==> config.mk <==
export PLATFORM = sky130hd
export DESIGN_NAME = canwk_detect
export DESIGN_NICKNAME = d
export VERILOG_FILES = /design/src/rtl/canwk_pkg.sv /design/src/rtl/canwk_sync.sv /design/src/rtl/canwk_runlen.sv /design/src/rtl/canwk_seq.sv /design/src/rtl/canwk_detect.sv
export SDC_FILE = /design/constraint.sdc
export NUM_CORES = 1
export LEC_CHECK = 0
export ABC_AREA = 1
export BUFFER_PORTS_ARGS = -buffer_cell sky130_fd_sc_hd__buf_4
export CAP_MARGIN = 20
export CELL_PAD_IN_SITES_DETAIL_PLACEMENT = 0
export CELL_PAD_IN_SITES_GLOBAL_PLACEMENT = 1
export CORE_MARGIN = 2
export CORE_UTILIZATION = 39
export DETAILED_ROUTE_END_ITERATION = 6
export PLACE_DENSITY_LB_ADDON = 0.08
export REMOVE_ABC_BUFFERS = 1
export SLEW_MARGIN = 30
export SYNTH_ARGS = -nofsm -noshare
export SYNTH_HDL_FRONTEND = slang
export SYNTH_HIERARCHICAL = 1
export SYNTH_SLANG_ARGS = --single-unit
==> constraint.sdc <==
create_clock -name clk_i -period 2.55 [get_ports clk_i]
set_clock_uncertainty 0.15 [all_clocks]
set_input_delay 0.6375 -clock clk_i [delete_from_list [all_inputs] [get_ports clk_i]]
set_output_delay 0.6375 -clock clk_i [all_outputs]
set_load 0.1 [all_outputs]
==> src/rtl/canwk_pkg.sv <==
package canwk_pkg;

  typedef enum logic [1:0] {
    XS_OFF    = 2'b00,
    XS_LOWPWR = 2'b01,
    XS_ACTIVE = 2'b10
  } xcvr_state_e;

  // Pattern progress: the stage names which phase was qualified last.
  typedef enum logic [1:0] {
    SQ_IDLE = 2'd0,
    SQ_REC1 = 2'd1,
    SQ_DOM1 = 2'd2,
    SQ_REC2 = 2'd3
  } seq_stage_e;

  // Mode field bit 1 set means normal operation.
  function automatic xcvr_state_e decode_xcvr(input logic [1:0] mode,
                                              input logic       stby,
                                              input logic       sup_ok);
    if (stby)                 return XS_LOWPWR;
    if (mode[1] && sup_ok)    return XS_ACTIVE;
    return XS_OFF;
  endfunction

endpackage

==> src/rtl/canwk_sync.sv <==
module canwk_sync #(
  parameter int   STAGES  = 2,
  parameter logic RST_VAL = 1'b1
) (
  input  logic clk_i,
  input  logic rst_ni,
  input  logic d_i,
  output logic q_o
);
  logic [STAGES-1:0] chain_q;

  generate
    for (genvar s = 0; s < STAGES; s++) begin : g_stage
      always_ff @(posedge clk_i or negedge rst_ni) begin
        if (!rst_ni)     chain_q[s] <= RST_VAL;
        else if (s == 0) chain_q[s] <= d_i;
        else             chain_q[s] <= chain_q[(s == 0) ? 0 : s-1];
      end
    end
  endgenerate

  assign q_o = chain_q[STAGES-1];
endmodule

==> src/rtl/canwk_runlen.sv <==
module canwk_runlen #(
  parameter int   CNT_W = 12,
  parameter logic LEVEL = 1'b1
) (
  input  logic             clk_i,
  input  logic             rst_ni,
  input  logic             en_i,
  input  logic             bus_i,
  input  logic [CNT_W-1:0] min_i,
  output logic             ok_o
);
  logic [CNT_W-1:0] run_q, run_n;
  logic             at_level;

  // Saturating step: stops at the threshold instead of wrapping.
  function automatic logic [CNT_W-1:0] sat_step(input logic [CNT_W-1:0] cur,
                                                input logic [CNT_W-1:0] lim);
    return (cur >= lim) ? lim : cur + 1'b1;
  endfunction

  assign at_level = (bus_i == LEVEL);
  assign run_n    = at_level ? sat_step(run_q, min_i) : '0;
  assign ok_o     = en_i && at_level && (run_n == min_i);

  always_ff @(posedge clk_i or negedge rst_ni) begin
    if (!rst_ni)    run_q <= '0;
    else if (en_i)  run_q <= run_n;
    else            run_q <= '0;
  end

  // a threshold above one cannot be met without the level on the previous sample
  p_run_needs_history_r4: assert property (@(posedge clk_i) disable iff (!rst_ni)
    (ok_o && min_i > 1) |-> ($past(bus_i) == LEVEL && $past(en_i)));
endmodule

==> src/rtl/canwk_seq.sv <==
module canwk_seq
  import canwk_pkg::*;
#(
  parameter int TMO_W = 16
) (
  input  logic             clk_i,
  input  logic             rst_ni,
  input  logic             en_i,
  input  logic             bus_i,
  input  logic             rec_ok_i,
  input  logic             dom_ok_i,
  input  logic [TMO_W-1:0] timeout_i,
  output logic             wake_o
);
  seq_stage_e       stage_q, stage_n;
  logic [TMO_W-1:0] tmr_q, tmr_n;
  logic             expire, tmr_run, wake_hit;

  function automatic logic [TMO_W-1:0] tmr_step(input logic [TMO_W-1:0] cur);
    return (&cur) ? cur : cur + 1'b1;
  endfunction

  assign expire  = (stage_q != SQ_IDLE) && (tmr_q >= timeout_i);
  // The window opens at the first dominant sample after phase one.
  assign tmr_run = (tmr_q != '0) || !bus_i;

  always_comb begin
    stage_n  = stage_q;
    wake_hit = 1'b0;
    if (!en_i) begin
      stage_n = SQ_IDLE;
    end else if (stage_q == SQ_IDLE) begin
      if (rec_ok_i) stage_n = SQ_REC1;
    end else if (expire) begin
      stage_n = SQ_IDLE;
    end else begin
      unique case (stage_q)
        SQ_REC1: if (dom_ok_i) stage_n = SQ_DOM1;
        SQ_DOM1: if (rec_ok_i) stage_n = SQ_REC2;
        SQ_REC2: if (dom_ok_i) begin
          stage_n  = SQ_IDLE;
          wake_hit = 1'b1;
        end
        default: stage_n = SQ_IDLE;
      endcase
    end
  end

  always_comb begin
    if (stage_n == SQ_IDLE) tmr_n = '0;
    else if (tmr_run)       tmr_n = tmr_step(tmr_q);
    else                    tmr_n = tmr_q;
  end

  always_ff @(posedge clk_i or negedge rst_ni) begin
    if (!rst_ni) begin
      stage_q <= SQ_IDLE;
      tmr_q   <= '0;
    end else begin
      stage_q <= stage_n;
      tmr_q   <= tmr_n;
    end
  end

  assign wake_o = wake_hit;

  // an expired window always sends the pattern back to idle
  p_expire_restart_r5: assert property (@(posedge clk_i) disable iff (!rst_ni)
    expire |=> (stage_q == SQ_IDLE));
  // the idle stage never carries a running window
  p_idle_tmr_clear_r5: assert property (@(posedge clk_i) disable iff (!rst_ni)
    (stage_q == SQ_IDLE) |-> (tmr_q == '0));
  // detection disabled leaves no progress behind
  p_disabled_idle_r2: assert property (@(posedge clk_i) disable iff (!rst_ni)
    !en_i |=> (stage_q == SQ_IDLE));
endmodule

==> src/rtl/canwk_detect.sv <==
module canwk_detect
  import canwk_pkg::*;
#(
  parameter int CNT_W = 12,
  parameter int TMO_W = 16
) (
  input  logic             clk_i,
  input  logic             rst_ni,
  input  logic             bus_rx_i,
  input  logic [1:0]       mode_ctl_i,
  input  logic             stby_ctl_i,
  input  logic             supply_ok_i,
  input  logic [CNT_W-1:0] min_rec_i,
  input  logic [CNT_W-1:0] min_dom_i,
  input  logic [TMO_W-1:0] timeout_i,
  input  logic             wake_clr_i,
  output logic             wake_pulse_o,
  output logic             wake_flag_o,
  output logic [1:0]       xcvr_state_o
);
  localparam int SYNC_STAGES = 2;
  localparam int N_LEVELS    = 2;   // index 0 dominant, index 1 recessive

  xcvr_state_e         xs;
  logic                det_en;
  logic                bus_s;
  logic [N_LEVELS-1:0] lvl_ok;
  logic                wake_hit;
  logic                pulse_q, flag_q;

  assign xs           = decode_xcvr(mode_ctl_i, stby_ctl_i, supply_ok_i);
  assign xcvr_state_o = xs;
  assign det_en       = (xs == XS_LOWPWR);

  canwk_sync #(.STAGES(SYNC_STAGES), .RST_VAL(1'b1)) u_sync (
    .clk_i  (clk_i),
    .rst_ni (rst_ni),
    .d_i    (bus_rx_i),
    .q_o    (bus_s)
  );

  generate
    for (genvar g = 0; g < N_LEVELS; g++) begin : g_run
      canwk_runlen #(.CNT_W(CNT_W), .LEVEL(1'(g))) u_run (
        .clk_i  (clk_i),
        .rst_ni (rst_ni),
        .en_i   (det_en),
        .bus_i  (bus_s),
        .min_i  ((g == 1) ? min_rec_i : min_dom_i),
        .ok_o   (lvl_ok[g])
      );
    end
  endgenerate

  canwk_seq #(.TMO_W(TMO_W)) u_seq (
    .clk_i     (clk_i),
    .rst_ni    (rst_ni),
    .en_i      (det_en),
    .bus_i     (bus_s),
    .rec_ok_i  (lvl_ok[1]),
    .dom_ok_i  (lvl_ok[0]),
    .timeout_i (timeout_i),
    .wake_o    (wake_hit)
  );

  always_ff @(posedge clk_i or negedge rst_ni) begin
    if (!rst_ni) begin
      pulse_q <= 1'b0;
      flag_q  <= 1'b0;
    end else begin
      pulse_q <= wake_hit;
      if (wake_hit)        flag_q <= 1'b1;
      else if (wake_clr_i) flag_q <= 1'b0;
    end
  end

  assign wake_pulse_o = pulse_q;
  assign wake_flag_o  = flag_q;

  // never two pulse cycles back to back
  p_pulse_single_r7: assert property (@(posedge clk_i) disable iff (!rst_ni)
    wake_pulse_o |=> !wake_pulse_o);
  // a pulse is always accompanied by the flag
  p_flag_with_pulse_r8: assert property (@(posedge clk_i) disable iff (!rst_ni)
    wake_pulse_o |-> wake_flag_o);
  // without a clear the flag holds
  p_flag_sticky_r8: assert property (@(posedge clk_i) disable iff (!rst_ni)
    (wake_flag_o && !wake_clr_i) |=> wake_flag_o);
  // outside low-power no wake may follow
  p_no_wake_disabled_r2: assert property (@(posedge clk_i) disable iff (!rst_ni)
    !det_en |=> !wake_pulse_o);
  // state code is one of the three legal values
  p_state_legal_r1: assert property (@(posedge clk_i) disable iff (!rst_ni)
    $onehot0(xcvr_state_o));
endmodule

# Yosys cells after proc, flatten, opt, wreduce, memory -nomap -nowiden
# Index checks and enable logic that the tools add are counted.
# totals
inputBits	48
latchBits	0
word_cells	69
register_bits	46
ram_bits	0
rom_bits	0
memories	0
# classes
multipliers	0
n_shift	0
n_addsub	3
muxes	31
bitwise_logic	1
eq_ne	7
reduce_logical	16
magnitude_cmp	3
div	0
# op_table
operator	n
12-bit two-way mux	6
16-bit two-way mux	3
12-bit by 1-bit adder with 12-bit output (second input constant)	2
12-bit == test	2
12-bit >= comparator	2
2-bit two-way mux	11
16-bit by 1-bit adder with 16-bit output (second input constant)	1
16-bit >= comparator	1
16-bit AND reduction	1
16-bit nonzero test	1
1-bit two-way mux	10
1-bit logical AND	6
2-bit one-hot mux with 3 select lines	1
2-bit nonzero test	3
2-bit by 1-bit == test with 1-bit output (second input constant)	2
2-bit == test (second input constant)	2
2-bit logical NOT	2
2-bit by 1-bit inequality test with 1-bit output (second input constant)	1
2-bit AND reduction	1
1-bit logical NOT	1
1-bit logical OR	1
1-bit inverter	1

# Longest topological paths before layout
# depth
depth_word	16
ltp_mapped	28
depth_no_buf	26

# Hierarchy
# The synthesis kept the hierarchy.
# modules_own_cells
mod	area_per_inst_um2	n_inst	seq_area_each_um2	cells_each
canwk_seq	1757.9	1	450.4	274
canwk_runlen at g_run[1].u_run	1493.9	1	300.3	219
canwk_runlen at g_run[0].u_run	1437.6	1	300.3	222
canwk_detect	86.3	1	50.0	10
canwk_sync	52.6	1	52.6	2

# Least setup slack after synthesis
# Ideal clock, no wire load.
# synth_timing
path_type	input to register
from	in min_dom_i[11]
to	reg u_seq.tmr_q[2]
slack_ns	-0.428
path_stages	26
n_path_buf	2
t_arrival_ns	2.715
cell_sequence	inv_1 -> ha_1 -> nand2_2 -> inv_2 -> nand2_1 -> nand2_1 -> a21oi_2 -> nand2_2 -> buf_6 -> nand2_1 -> nand3_2 -> nand2_1 -> nand2_1 -> nor2_1 -> nand3_1 -> nor2_1 -> nand2_1 -> inv_1 -> nand2_1 -> nand3_1 -> inv_1 -> nand3_1 -> nand3_1 -> buf_4 -> nand2_1 -> inv_1
# synth_via
elab_chain_len	13
# synth_rtl
element	line_no	text
start, declared	canwk_detect.sv:14	input logic [CNT_W-1:0] min_dom_i,
12-bit >= comparator	canwk_runlen.sv:18	return (cur >= lim) ? lim : cur + 1'b1;
12-bit two-way mux	canwk_runlen.sv:18	
12-bit two-way mux	canwk_runlen.sv:22	assign run_n = at_level ? sat_step(run_q, min_i) : '0;
12-bit == test *	canwk_runlen.sv:23	assign ok_o = en_i && at_level && (run_n == min_i);
1-bit logical AND *	canwk_runlen.sv:23	
named net lvl_ok[0]	canwk_detect.sv:27	logic [N_LEVELS-1:0] lvl_ok;
2-bit two-way mux, on equally long branches	canwk_seq.sv:40, canwk_seq.sv:38	
2-bit one-hot mux with 3 select lines *	canwk_seq.sv:37	unique case (stage_q)
2-bit two-way mux *	canwk_seq.sv:34	end else if (expire) begin
2-bit two-way mux *	canwk_seq.sv:32	end else if (stage_q == SQ_IDLE) begin
2-bit two-way mux *	canwk_seq.sv:30	if (!en_i) begin
2-bit logical NOT *	canwk_seq.sv:50	if (stage_n == SQ_IDLE) tmr_n = '0;
2-bit by 1-bit inequality test with 1-bit output (no source line) or 2-bit nonzero test (tied branches)	-	
2-bit AND reduction (no source line)	-	
end signal, assigned	canwk_seq.sv:61	tmr_q <= tmr_n;
end, declared	canwk_seq.sv:16	logic [TMO_W-1:0] tmr_q, tmr_n;
# The timed path passes the listed nets; every way through them passes the cells marked *.
# A chain may end at the register's enable or synchronous reset.

# Worst setup path in the final report
# layout_timing
from	reg g_run[0].u_run.run_q[11]
to	reg u_seq.tmr_q[0]
# layout_via
elab_chain_len	13
# layout_rtl
element	line_no	text
start, declared	canwk_runlen.sv:12	logic [CNT_W-1:0] run_q, run_n;
start signal, assigned	canwk_runlen.sv:27	else if (en_i) run_q <= run_n;
12-bit by 1-bit adder with 12-bit output or 12-bit >= comparator (tied branches)	canwk_runlen.sv:18	
12-bit two-way mux *	canwk_runlen.sv:18	
12-bit two-way mux *	canwk_runlen.sv:22	
12-bit == test *	canwk_runlen.sv:23	
1-bit logical AND *	canwk_runlen.sv:23	
named net lvl_ok[0]	canwk_detect.sv:27	
2-bit two-way mux, on equally long branches	canwk_seq.sv:40, canwk_seq.sv:38	
2-bit one-hot mux with 3 select lines *	canwk_seq.sv:37	
2-bit two-way mux *	canwk_seq.sv:34	
2-bit two-way mux *	canwk_seq.sv:32	
2-bit two-way mux *	canwk_seq.sv:30	
2-bit logical NOT *	canwk_seq.sv:50	
2-bit by 1-bit inequality test with 1-bit output (no source line) or 2-bit nonzero test (tied branches)	-	
2-bit AND reduction (no source line)	-	
# Marked as above.

==> qor.txt <==
Run status: finished, violations left
Failing checks: negative setup slack
Final hold viol count: 0
Average cell area after synthesis: 6.64 um2
Maximum resistive drop on vdd: 0.262 mV
Worst-case setup margin in the final layout: -426 ps
Critical path class: reg -> reg
Arrival time reported for the critical path endpoint: 3020 ps
Detailed-route via count: 5196
Number of synthesized flops with an enable pin: 0
Number of max-slew violations in the final report: 0
Cells along the critical path: ha_4, nand2_4, nor2_4, nand2_2, inv_2, nand2_4, buf_12, nand4_1, nand2_1, nand2_1, nand3_2, nor2_2, nand2_1, nor2_1, nand2_1, inv_2, nand2_2, nand3_2, inv_2, nand3_4, nand3_4, buf_8, nand2_2, inv_2
Most area-hungry cell type in the Yosys netlist: dfrtp_1
Gate Count Post-Synth: 727
Kind of end point of the critical path: register
Number of antenna violations at the first check in global routing: 0
Cell class contributing the biggest share of worst-path delay: simple AND/OR/NAND/NOR gates
Compound-gate portion of the synthesized area: 6.50%
RSZ-0062 raised after global routing: true
Dominant combinational cell family by area after synthesis: simple AND/OR/NAND/NOR gates
Area growth from synthesis to layout: 49.8%
Critical Path Source Type: register
Dpl hpwl: 11000 um
Basic-gate share of the synthesized area counting and, or, nand and nor cells: 41.1%
Switching Power: 0.538 mW
Tightest hold margin: 204 ps
Global route overflow: 0
TritonCTS clock tree: built
Switching share of total power: 29.5%
Fraction of power consumed by combinational cells: 21.4%
Drt first pass iters: 4
Wire length of the first global-routing pass: 23700 um
Clk slew on worst S/H paths: 70 ps
Fmax: 0.336 GHz
Count of unique library cells instantiated by Yosys: 39
Final total power: 1.82 mW
Cell with the biggest individual delay on the critical path: dfrtp_1
Sequential share of power: 40.6%
Post-route standard cell area excluding fillers: 7230 um2
Number of DRC markers in iteration 0: 306
Total Die Area: 13300 um2
Total clock buffers created by CTS: 5
Vias per std cell: 4.84
Post-synthesis adder-cell area fraction: 11.4%
# Max-Cap Violations: 0
Routed len/inst: 13.6 um
Via count of the first global-routing pass: 5154
Row count: 40
Ys Warns: 6
Height of the die: 115 um
Number of setup violations in the final report: 20
Combined global-route utilization of all metal layers: 22.5%
IO Pins: 52
Internal portion of total power: 1.28 mW
GP Congestion: 0.878
Initial standard-cell utilization of the core: 40.0%
Dominant cell by count in the synthesized netlist: nand2_1
Clock latency reported for the late side of the worst-skew pair: 300 ps
Top post-synthesis cells by area: dfrtp_1 23%, nand2_1 16%, ha_1 11%
Sequential cell area fraction in the yosys report: 23.9%
Req. time, crit path: 2600 ps
Crit path buffers/inverters: 6
Most common library cells after synthesis: 200 x nand2_1, 136 x inv_1, 69 x nor2_1
Ys flop type: dfrtp_1
Mapped Area: 4830 um2
Post-Route Utilization: 60.0%
Htree depth: 2
Power per unit of standard cell area: 252 nW/um2
N_diodes: 0
Clock Tree Root: clkbuf_16
Min-delay worst type: in -> async
Critical path peak fanout: 6
Number of DRC violations after detailed routing: 0
Floorplan core area: 12100 um2
Maximum number of pins on one net before global-route repair: 47
Worst Max-Slew Pin Slew: 660 ps
Final WL: 14600 um
Post-cts hold buffer count: 0
Die span in x: 115 um
Cell total after placement: 1050
Number of flip-flops and latches in the synthesized netlist: 46
Max_slew headroom: 56.0%
Number of antenna-violating nets in the routed design: 0
Period utilization: 117%
Min Clock Period, post-route: 2980 ps
Multiplexer area fraction after synthesis: 0%
Number of I/O port buffers: 50
Number of clock sinks: 46
Fraction of layout instances using a drive strength above 1: 42.5%
Count of nets after finishing: 997
Clk buf depth: 2
Clk pwr share: 38.0%
Post-Place Cell Area: 6230 um2
Async SR Flop Fraction: 100%
Number of standard cells in the final layout excluding fillers: 1074
Area share of the largest cell type after synthesis: 22.8%
Stage delay of the slowest cell on the critical path: 420 ps
Synthesized-area fraction occupied by xor and xnor cells: 3.08%
Leak Pwr: 4.00 nW
sequential cells by signal, indices dropped and copies added (netlist names):
name,flops
wake_flag_o,1
g_run.u_run/run_q,24
u_sync/q_o,1
u_seq/stage_q,2
u_sync/chain_q,1
u_seq/tmr_q,16
wake_pulse_o,1
final timing paths:
path,to,slack (ps),start,depth (start not counted)
setup / recovery,u_seq/tmr_q[0]$_DFFE_PN0P_,-430,g_run[0].u_run/run_q[11]$_DFF_PN0_,24
hold / removal,g_run[0].u_run/run_q[8]$_DFF_PN0_,200,rst_ni,1
setup reg to reg,u_seq/tmr_q[0]$_DFFE_PN0P_,-430,g_run[0].u_run/run_q[11]$_DFF_PN0_,24
hold reg to reg,u_sync/q_o$_DFF_PN1_,220,u_sync/chain_q[0]$_DFF_PN1_,0
max in group asynchronous,g_run[0].u_run/run_q[2]$_DFF_PN0_,1590,rst_ni,1
min in group clk_i,u_sync/q_o$_DFF_PN1_,220,u_sync/chain_q[0]$_DFF_PN1_,0
cells in the final DEF (no fill, tap or decap), drive strengths merged:
master,synthesis,final
dfstp,2,2
clkbuf,3,5
nor2,82,82
inv,143,143
xor2,12,12
buf,13,187
o21a,2,2
a31o,1,1
nand3,67,67
nor4,1,1
nand2,215,215
ha,44,44
xnor2,5,5
a211oi,13,13
nand3b,3,3
o21ai,12,12
a21o,2,2
o21bai,1,1
clkinv,3,5
a21oi,19,19
clkinvlp,0,1
nand4,35,35
nor3,5,5
dfrtp,44,44
timing repair:
item,CTS,global route
cloned,1,0
gates resized for setup,93,96
pin swaps,42,54
setup endpoints to repair,20,20
setup buffers,6,9
area by class of cell:
class	count	area, um2
Multi-Input combinational cell	519	3610
Tap cell	168	210
Timing Repair Buffer	187	1530
Clock buffer	5	125
Sequential cell	46	1150
Fill cell	1122	4830
Clock inverter	3	21.3
Inverter	146	583
stage by stage:
step           setup WS [ps]  setup TNS, ps
2_1_floorplan           -850         -14890
6_report                -426          -7720
4_1_cts                 -408          -7270
3_3_place_gp            -839         -15950
5_1_grt                 -557         -10400
3_5_place_dp            -890         -16960
power groups by stage:
stage	clock network [mW]	registers, mW	logic [mW]
after CTS	0.711	0.738	0.354
after global routing	0.748	0.739	0.433
final	0.692	0.739	0.391
after floorplan	0	0.757	0.127
after detailed placement	0	0.752	0.326
after global placement	0	0.752	0.320
cells by family (layout without fill, tap and decap cells):
logic type,Yosys count,count (layout)
and+or+nand+nor,408,408
buffers and inverters,162,341
AOI/OAI and AO/OA,50,50
DFF,46,46
adders and majority gates,44,44
xor gates and xnor gates,17,17
layer usage:
layer	vias up	global-route usage, %	wire [um]
met2	121	38.1	7120
met1	2395	29.2	6640
met4	0	7.71	259
li1	2660	-	-
met3	20	3.43	612
met5	-	0	0
(Power assumes the default switching activity.)
